## config.mk

```make
export PLATFORM = sky130hd
export DESIGN_NAME = capture_piso
export DESIGN_NICKNAME = d
export VERILOG_FILES = /design/src/rtl/capture_piso_pkg.sv /design/src/rtl/capture_piso_rst_sync.sv /design/src/rtl/capture_piso_store.sv /design/src/rtl/capture_piso_ctrl.sv /design/src/rtl/capture_piso_shreg.sv /design/src/rtl/capture_piso.sv
export SDC_FILE = /design/constraint.sdc
export NUM_CORES = 1
export LEC_CHECK = 0
export ABC_AREA = 1
export BUFFER_PORTS_ARGS = -buffer_cell sky130_fd_sc_hd__buf_2
export CAP_MARGIN = 20
export CORE_MARGIN = 2
export CORE_UTILIZATION = 57
export DETAILED_ROUTE_END_ITERATION = 8
export PLACE_DENSITY = 0.81
export SETUP_SLACK_MARGIN = 0.5
export SLEW_MARGIN = 0
export SYNTH_ARGS = -nofsm -noshare
export SYNTH_HDL_FRONTEND = slang
export SYNTH_HIERARCHICAL = 1
export SYNTH_SLANG_ARGS = --single-unit
```

## constraint.sdc

```tcl
create_clock -name clk -period 1.2 [get_ports clk]
set_clock_uncertainty 0.15 [all_clocks]
set_input_delay 0.24 -clock clk [delete_from_list [all_inputs] [get_ports clk]]
set_output_delay 0.24 -clock clk [all_outputs]
set_load 0.02 [all_outputs]
```

## src/rtl/capture_piso_pkg.sv

```systemverilog
package capture_piso_pkg;

  typedef enum logic [2:0] {
    OP_HOLD   = 3'd0,
    OP_SHIFT  = 3'd1,
    OP_LD_STO = 3'd2,
    OP_LD_DIR = 3'd3,
    OP_ZERO   = 3'd4
  } sr_op_e;

  // Priority: clear, then load (direct when capturing), then shift.
  function automatic sr_op_e pick_op(input logic load_n, input logic clear_n,
                                     input logic shf_stb, input logic cap_stb);
    sr_op_e op;
    if (!clear_n)      op = OP_ZERO;
    else if (!load_n)  op = cap_stb ? OP_LD_DIR : OP_LD_STO;
    else if (shf_stb)  op = OP_SHIFT;
    else               op = OP_HOLD;
    return op;
  endfunction

endpackage

```

## src/rtl/capture_piso_rst_sync.sv

```systemverilog
module capture_piso_rst_sync #(
  parameter int STAGES = 2
) (
  input  logic clk,
  input  logic rst_n,
  output logic rst_sync_n
);
  logic [STAGES-1:0] sync_q;

  always_ff @(posedge clk or negedge rst_n) begin
    if (!rst_n) sync_q <= '0;
    else        sync_q <= {sync_q[STAGES-2:0], 1'b1};
  end

  assign rst_sync_n = sync_q[STAGES-1];
endmodule

```

## src/rtl/capture_piso_store.sv

```systemverilog
module capture_piso_store #(
  parameter int WIDTH = 8
) (
  input  logic             clk,
  input  logic             rst_n,
  input  logic             cap_en,
  input  logic [WIDTH-1:0] din,
  output logic [WIDTH-1:0] q
);
  logic [WIDTH-1:0] q_d;

  always_comb begin
    q_d = q;
    if (cap_en) q_d = din;
  end

  always_ff @(posedge clk or negedge rst_n) begin
    if (!rst_n) q <= '0;
    else        q <= q_d;
  end
endmodule

```

## src/rtl/capture_piso_ctrl.sv

```systemverilog
module capture_piso_ctrl
  import capture_piso_pkg::*;
(
  input  logic   load_n,
  input  logic   clear_n,
  input  logic   shf_stb,
  input  logic   cap_stb,
  output sr_op_e op,
  output logic   err
);
  always_comb begin
    op  = pick_op(load_n, clear_n, shf_stb, cap_stb);
    err = ~(load_n | clear_n);
  end
endmodule

```

## src/rtl/capture_piso_shreg.sv

```systemverilog
module capture_piso_shreg
  import capture_piso_pkg::*;
#(
  parameter int WIDTH = 8
) (
  input  logic             clk,
  input  logic             rst_n,
  input  sr_op_e           op,
  input  logic [WIDTH-1:0] sto,
  input  logic [WIDTH-1:0] direct,
  input  logic             ser_in,
  output logic [WIDTH-1:0] q
);
  logic [WIDTH-1:0] shifted;
  logic [WIDTH-1:0] q_d;

  for (genvar i = 0; i < WIDTH; i++) begin : g_bit
    if (i == 0) begin : g_lsb
      assign shifted[i] = ser_in;
    end else begin : g_up
      assign shifted[i] = q[i-1];
    end
  end

  always_comb begin
    unique case (op)
      OP_ZERO:   q_d = '0;
      OP_LD_DIR: q_d = direct;
      OP_LD_STO: q_d = sto;
      OP_SHIFT:  q_d = shifted;
      default:   q_d = q;
    endcase
  end

  always_ff @(posedge clk or negedge rst_n) begin
    if (!rst_n) q <= '0;
    else        q <= q_d;
  end
endmodule

```

## src/rtl/capture_piso.sv

```systemverilog
module capture_piso
  import capture_piso_pkg::*;
#(
  parameter int WIDTH      = 8,
  parameter int SYNC_DEPTH = 2
) (
  input  logic             clk,
  input  logic             rst_n,
  input  logic             cap_stb,
  input  logic             shf_stb,
  input  logic             load_n,
  input  logic             clear_n,
  input  logic             ser_in,
  input  logic [WIDTH-1:0] par_in,
  output logic             ser_out,
  output logic             ctl_err
);
  logic             rst_sync_n;
  logic [WIDTH-1:0] store_q;
  logic [WIDTH-1:0] sh_q;
  sr_op_e           sh_op;

  capture_piso_rst_sync #(.STAGES(SYNC_DEPTH)) u_rst (
    .clk(clk), .rst_n(rst_n), .rst_sync_n(rst_sync_n)
  );

  capture_piso_store #(.WIDTH(WIDTH)) u_store (
    .clk(clk), .rst_n(rst_sync_n), .cap_en(cap_stb), .din(par_in), .q(store_q)
  );

  capture_piso_ctrl u_ctrl (
    .load_n(load_n), .clear_n(clear_n), .shf_stb(shf_stb), .cap_stb(cap_stb),
    .op(sh_op), .err(ctl_err)
  );

  capture_piso_shreg #(.WIDTH(WIDTH)) u_shreg (
    .clk(clk), .rst_n(rst_sync_n), .op(sh_op), .sto(store_q), .direct(par_in),
    .ser_in(ser_in), .q(sh_q)
  );

  assign ser_out = sh_q[WIDTH-1];
endmodule

```

Word level (Yosys, flattened, before mapping)
Index checks and enable logic that the tools add are counted.
{ "word_totals": {"output_inout_bits": 2, "inputBits": 15, "wordCells": 15, "reg_bits": 18} }
{ "op_classes": {"reduce_logical": 1, "eq_ne": 4, "mux": 5, "n_bitwise": 2} }
{ "op_table": {"columns": ["op", "n"], "rows": [
  ["case mux 8 bit (4 select lines)", 1],
  ["== test 3 x 2 -> 1 bit, second input constant", 2],
  ["two-way mux 3 bit", 2],
  ["nonzero test 4 bit", 1],
  ["== test 3 x 1 -> 1 bit, second input constant", 1],
  ["== test 3 bit, second input constant", 1],
  ["two-way mux 1 bit", 2],
  ["inverter 1 bit", 1],
  ["OR 1 bit", 1]
]} }

Depth between registers and ports, before layout
{ "logic_depth": {"word_depth": 5, "depth_mapped": 9, "depth_no_buf": 9} }

Modules after synthesis
Netlist, hierarchy kept.
{ "modules_own_cells": {"columns": ["mod", "cells_each", "area_each_um2", "instances", "seq_area_each_um2"], "rows": [
  ["capture_piso_shreg", 82, 535.5, 1, 200.2],
  ["capture_piso_store", 34, 305.3, 1, 200.2],
  ["capture_piso_rst_sync", 3, 53.8, 1, 50.0],
  ["capture_piso_ctrl", 8, 30.0, 1, 0.0]
]} }

Worst setup path after synthesis
No wires, ideal clock.
{ "synth_timing": {"path_kind": "input to register", "from": "in shf_stb", "to": "reg u_shreg.q[1]", "arrival_ps": 1036, "setup_time_ps": 125, "setup_slack_ps": -111, "required_time_ps": 925, "stages": 9, "n_path_buf": 0, "path_cell_list": "inv_1 > nand2_1 > nand2_1 > nor2_1 > inv_2 > nand3_2 > inv_1 > nand2_1 > nand3_1"} }
{ "synth_via": {"elab_chain_cells": 5, "elab_cells_between_ends": 9, "classes_between": "eq/ne (4); mux (4); reduce/logical (1)"} }
{ "synth_rtl": {"columns": ["item", "line_no", "source"], "rows": [
  ["start: declaration", "capture_piso.sv:10", "input logic shf_stb,"],
  ["two-way mux 1 bit *", "capture_piso_pkg.sv:17", "else if (shf_stb) op = OP_SHIFT;"],
  ["two-way mux 3 bit *", "capture_piso_pkg.sv:16", "else if (!load_n) op = cap_stb ? OP_LD_DIR : OP_LD_STO;"],
  ["two-way mux 3 bit *", "capture_piso_pkg.sv:15", "if (!clear_n) op = OP_ZERO;"],
  ["named net sh_op[0]", "capture_piso.sv:21", "sr_op_e sh_op;"],
  ["== test 3 x 1 -> 1 bit, or another cell as far along", "capture_piso_shreg.sv:26", "unique case (op)"],
  ["case mux 8 bit (4 select lines) / nonzero test 4 bit (equally long branches)", null, null],
  ["end signal: assignment", "capture_piso_shreg.sv:37", "else q <= q_d;"],
  ["end: declaration", "capture_piso_shreg.sv:12", "output logic [WIDTH-1:0] q"]
]} }
Mark *: on every way through the listed nets, which the timed path passes. The rest lies on a longest branch.
A chain may end at the register's enable or synchronous reset.

Worst setup path after layout
{ "layout_timing": {"from": "reg u_shreg.q[7]", "to": "out ser_out"} }
{ "layout_lines": {"columns": ["item", "line_no", "source"], "rows": [
  ["end: declaration", "capture_piso.sv:15", "output logic ser_out,"]
]} }
No word-level cell between the ends.

==> qor.csv <==
stage,metric,value,unit
route,drtIter0Drc,45,
global_route,grt_start_max_net_pins,17,
power_and_ir_drop,p_per_area,1041,mW/mm^2
power_and_ir_drop,pwr-share-clk,0.261,
worst_setup_path,max_stage_delay,0.42,ns
finish,n_antenna_cell,0,
outcome,status,"finished, violations left",
sta,hold_viol,0,
logic_synthesis,synth_top_area_frac,0.4871,
cts,clock_latency,0.29,ns
floorplan,coreArea,0.001506,mm^2
floorplan,die_h,44.28,um
min_path,hold_class,in2reg,
global_route,gr-usage-all-layers,0.3013,
route,drc_errors,0,
power_and_ir_drop,p_int,991.1,uW
sta,fin_hold_ws,0.01239,ns
cts,path_clk_slew,0.10,ns
sta,worst_slack,-0.04109,ns
logic_synthesis,ys.warnings.count,6,
sta,layout_min_cycle_time,1.241,ns
logic_synthesis,ys_seq_elements,18,
floorplan,die_area,0.001960,mm^2
logic_synthesis,synth_nets,142,
cts,clockRootBuffer,clkbuf_4,
power_and_ir_drop,combinationalPowerShare,0.241,
sta,rsz0062_at_grt,yes,
worst_setup_path,cpLargestDelayFamily,flip-flops,
finish,final_common_cell,nand2_1,
finish,layout_common_cells,"nand2_1 (29), dfrtp_1 (18), inv_1 (16), nor2_1 (16), buf_2 (11)",
global_route,grt_pass1_vias,924,
worst_setup_path,r2r_cells,4,
cts,cts_tree,built,
global_route,grt_pass1_wl,4.167,mm
finish,final_layout_size_suffix_gt1_frac,0.4268,
power_and_ir_drop,p_leak,0.0007454,uW
floorplan,row_count,14,
worst_setup_path,cp_max_fo,2,
cts,clkSinkCount,18,
cts,clk_path_buf_depth,2,
floorplan,die_w,44.28,um
finish,fin_util,0.9120,
logic_synthesis,synth.yosys.seq_area_share,0.4871,
route,vias,1006,
route,dr.pass1.iters,4,
worst_setup_path,cp.required,0.81,ns
sta,fmax,805.7,MHz
logic_synthesis,synth.cell_area,924.6,um^2
cts,htreeDepth,1,
power_and_ir_drop,p_seq_frac,0.498,
global_route,globalRouteOverflowTotal,0,
finish,nets,173,
floorplan,initial_core_util,0.6138,
route,wirelength,3.161,mm
logic_synthesis,synth_area_leader_cell,dfrtp_1,
route,routedWlPerCell,18.27,um
worst_setup_path,cp-end-kind,primary output,
power_and_ir_drop,switching_share,0.3071,
sta,setup_viol,3,
placed_design,hpwl,1.465,mm
worst_setup_path,cp_data_arrival_time,0.85,ns
sta,slew_violations,0,
finish,stdcell_count,173,
worst_setup_path,crit_buf_inv,1,
finish,syn_to_final_growth,48.58,%
placed_design,dp.cells,163,
cts,cts-buffers-inserted,3,
worst_setup_path,cp_cell_sequence,buf_6,
logic_synthesis,avgSynthCellArea,7.281,um^2
floorplan,ios,17,
min_path,whs_path_depth,3,
worst_setup_path,path_depth,1,
route,vias_per_cell,5.815,
finish,nFillCells,65,
global_route,antenna_found_initial,0,
power_and_ir_drop,p_sw,439.3,uW
outcome,violations,negative setup slack,
placed_design,place_congestion,0.8605,
logic_synthesis,synthTopCellsByArea,"dfrtp_1 (49%), nand2_1 (14%), nor2_1 (11%)",
route,antenna_left,0,
placed_design,port_buffers,16,
run,cap_viol_max_count,0,
logic_synthesis,synthCells,127,
power_and_ir_drop,vdd_ir_drop_max,0.8990,mV
worst_setup_path,cp_slowest_cell,dfrtp_1,
sta,fin_crit_sh,1.034,
worst_setup_path,critPathKind,reg2out,
worst_setup_path,startpoint_type,flip-flop,
placed_design,pre_cts_ws,-0.2185,ns
logic_synthesis,ys_types,10,
-- path summary, 6_finish.rpt --
path,slack [ns],start,end
min reg2reg,0.05,u_rst/sync_q[1],u_store/q[6]
max,-0.04,u_shreg/q[7],ser_out
max in group asynchronous,0.67,u_rst/sync_q[1],u_store/q[7]
max reg2reg,0.14,u_shreg/q[6],u_shreg/q[7]
min,0.01,par_in[1],u_store/q[1]
min in group asynchronous,0.05,u_rst/sync_q[1],u_store/q[6]
-- per-layer routing --
metal	track usage	part of all wire
met1	0.3730	0.37
met2	0.5029	0.49
met3	0.04898	0.088
met4	0.1636	0.054
met5	0	0
-- power groups by stage --
stage	Clock (uW)	Combinational (uW)	Sequential, uW
after floorplan	0	142	715
after global placement	0	220	709
after detailed placement	0	229	710
after CTS	381	290	701
after global routing	407	371	716
final	373	345	712
-- cells by family after synthesis --
kind of cell / share of synthesized area
other cells: 0.004056
flops: 0.4871
compound gates: 0.01760
buf+inv: 0.1096
simple gates: 0.3816
-- worst min-delay path: cells and delay by family --
kind	cells	cell delay, ns
simple gates	2	0.10
buf+inv	1	0.09
-- per-stage QoR --
stage,total power (uW),TNS (ns),cell area (um^2)
after floorplan,856.8,0,978.4
final,1430,-0.07013,1374
after detailed placement,939.3,-1.660,1096
after global routing,1495,-0.1545,1374
after CTS,1372,-0.02702,1284
after global placement,929.0,-1.115,1096
-- Yosys cell counts, drive strengths merged --
cell type / number
nor2: 28
o21ai: 1
buf: 1
nand3: 20
nand2: 34
conb: 1
inv: 24
dfrtp: 18
-- layout make-up --
type / count / area, um^2 / share of cell area
Multi-Input combinational cell: 84 / 535.5 / 0.3898
Clock buffer: 4 / 36.28 / 0.02641
Tap cell: 16 / 20.02 / 0.01457
Inverter: 24 / 107.6 / 0.07832
Sequential cell: 18 / 450.4 / 0.3279
Timing Repair Buffer: 27 / 224.0 / 0.1630
-- state kept, by name, indices dropped and copies added, names as in the netlist --
name          cells
u_shreg/q         8
u_store/q         8
u_rst/sync_q      2
-- repair_timing --
item / in CTS / in global routing
endpoints found under the setup margin: 18 / 18
endpoints found under the hold margin: 2 / 0
setup buffers: 3 / 2
hold buffers: 1 / 0
resized for setup: 31 / 20
pin swaps: 27 / 10
gates cloned: 0 / 0
Note: power is estimated with default switching activity, not from simulation.
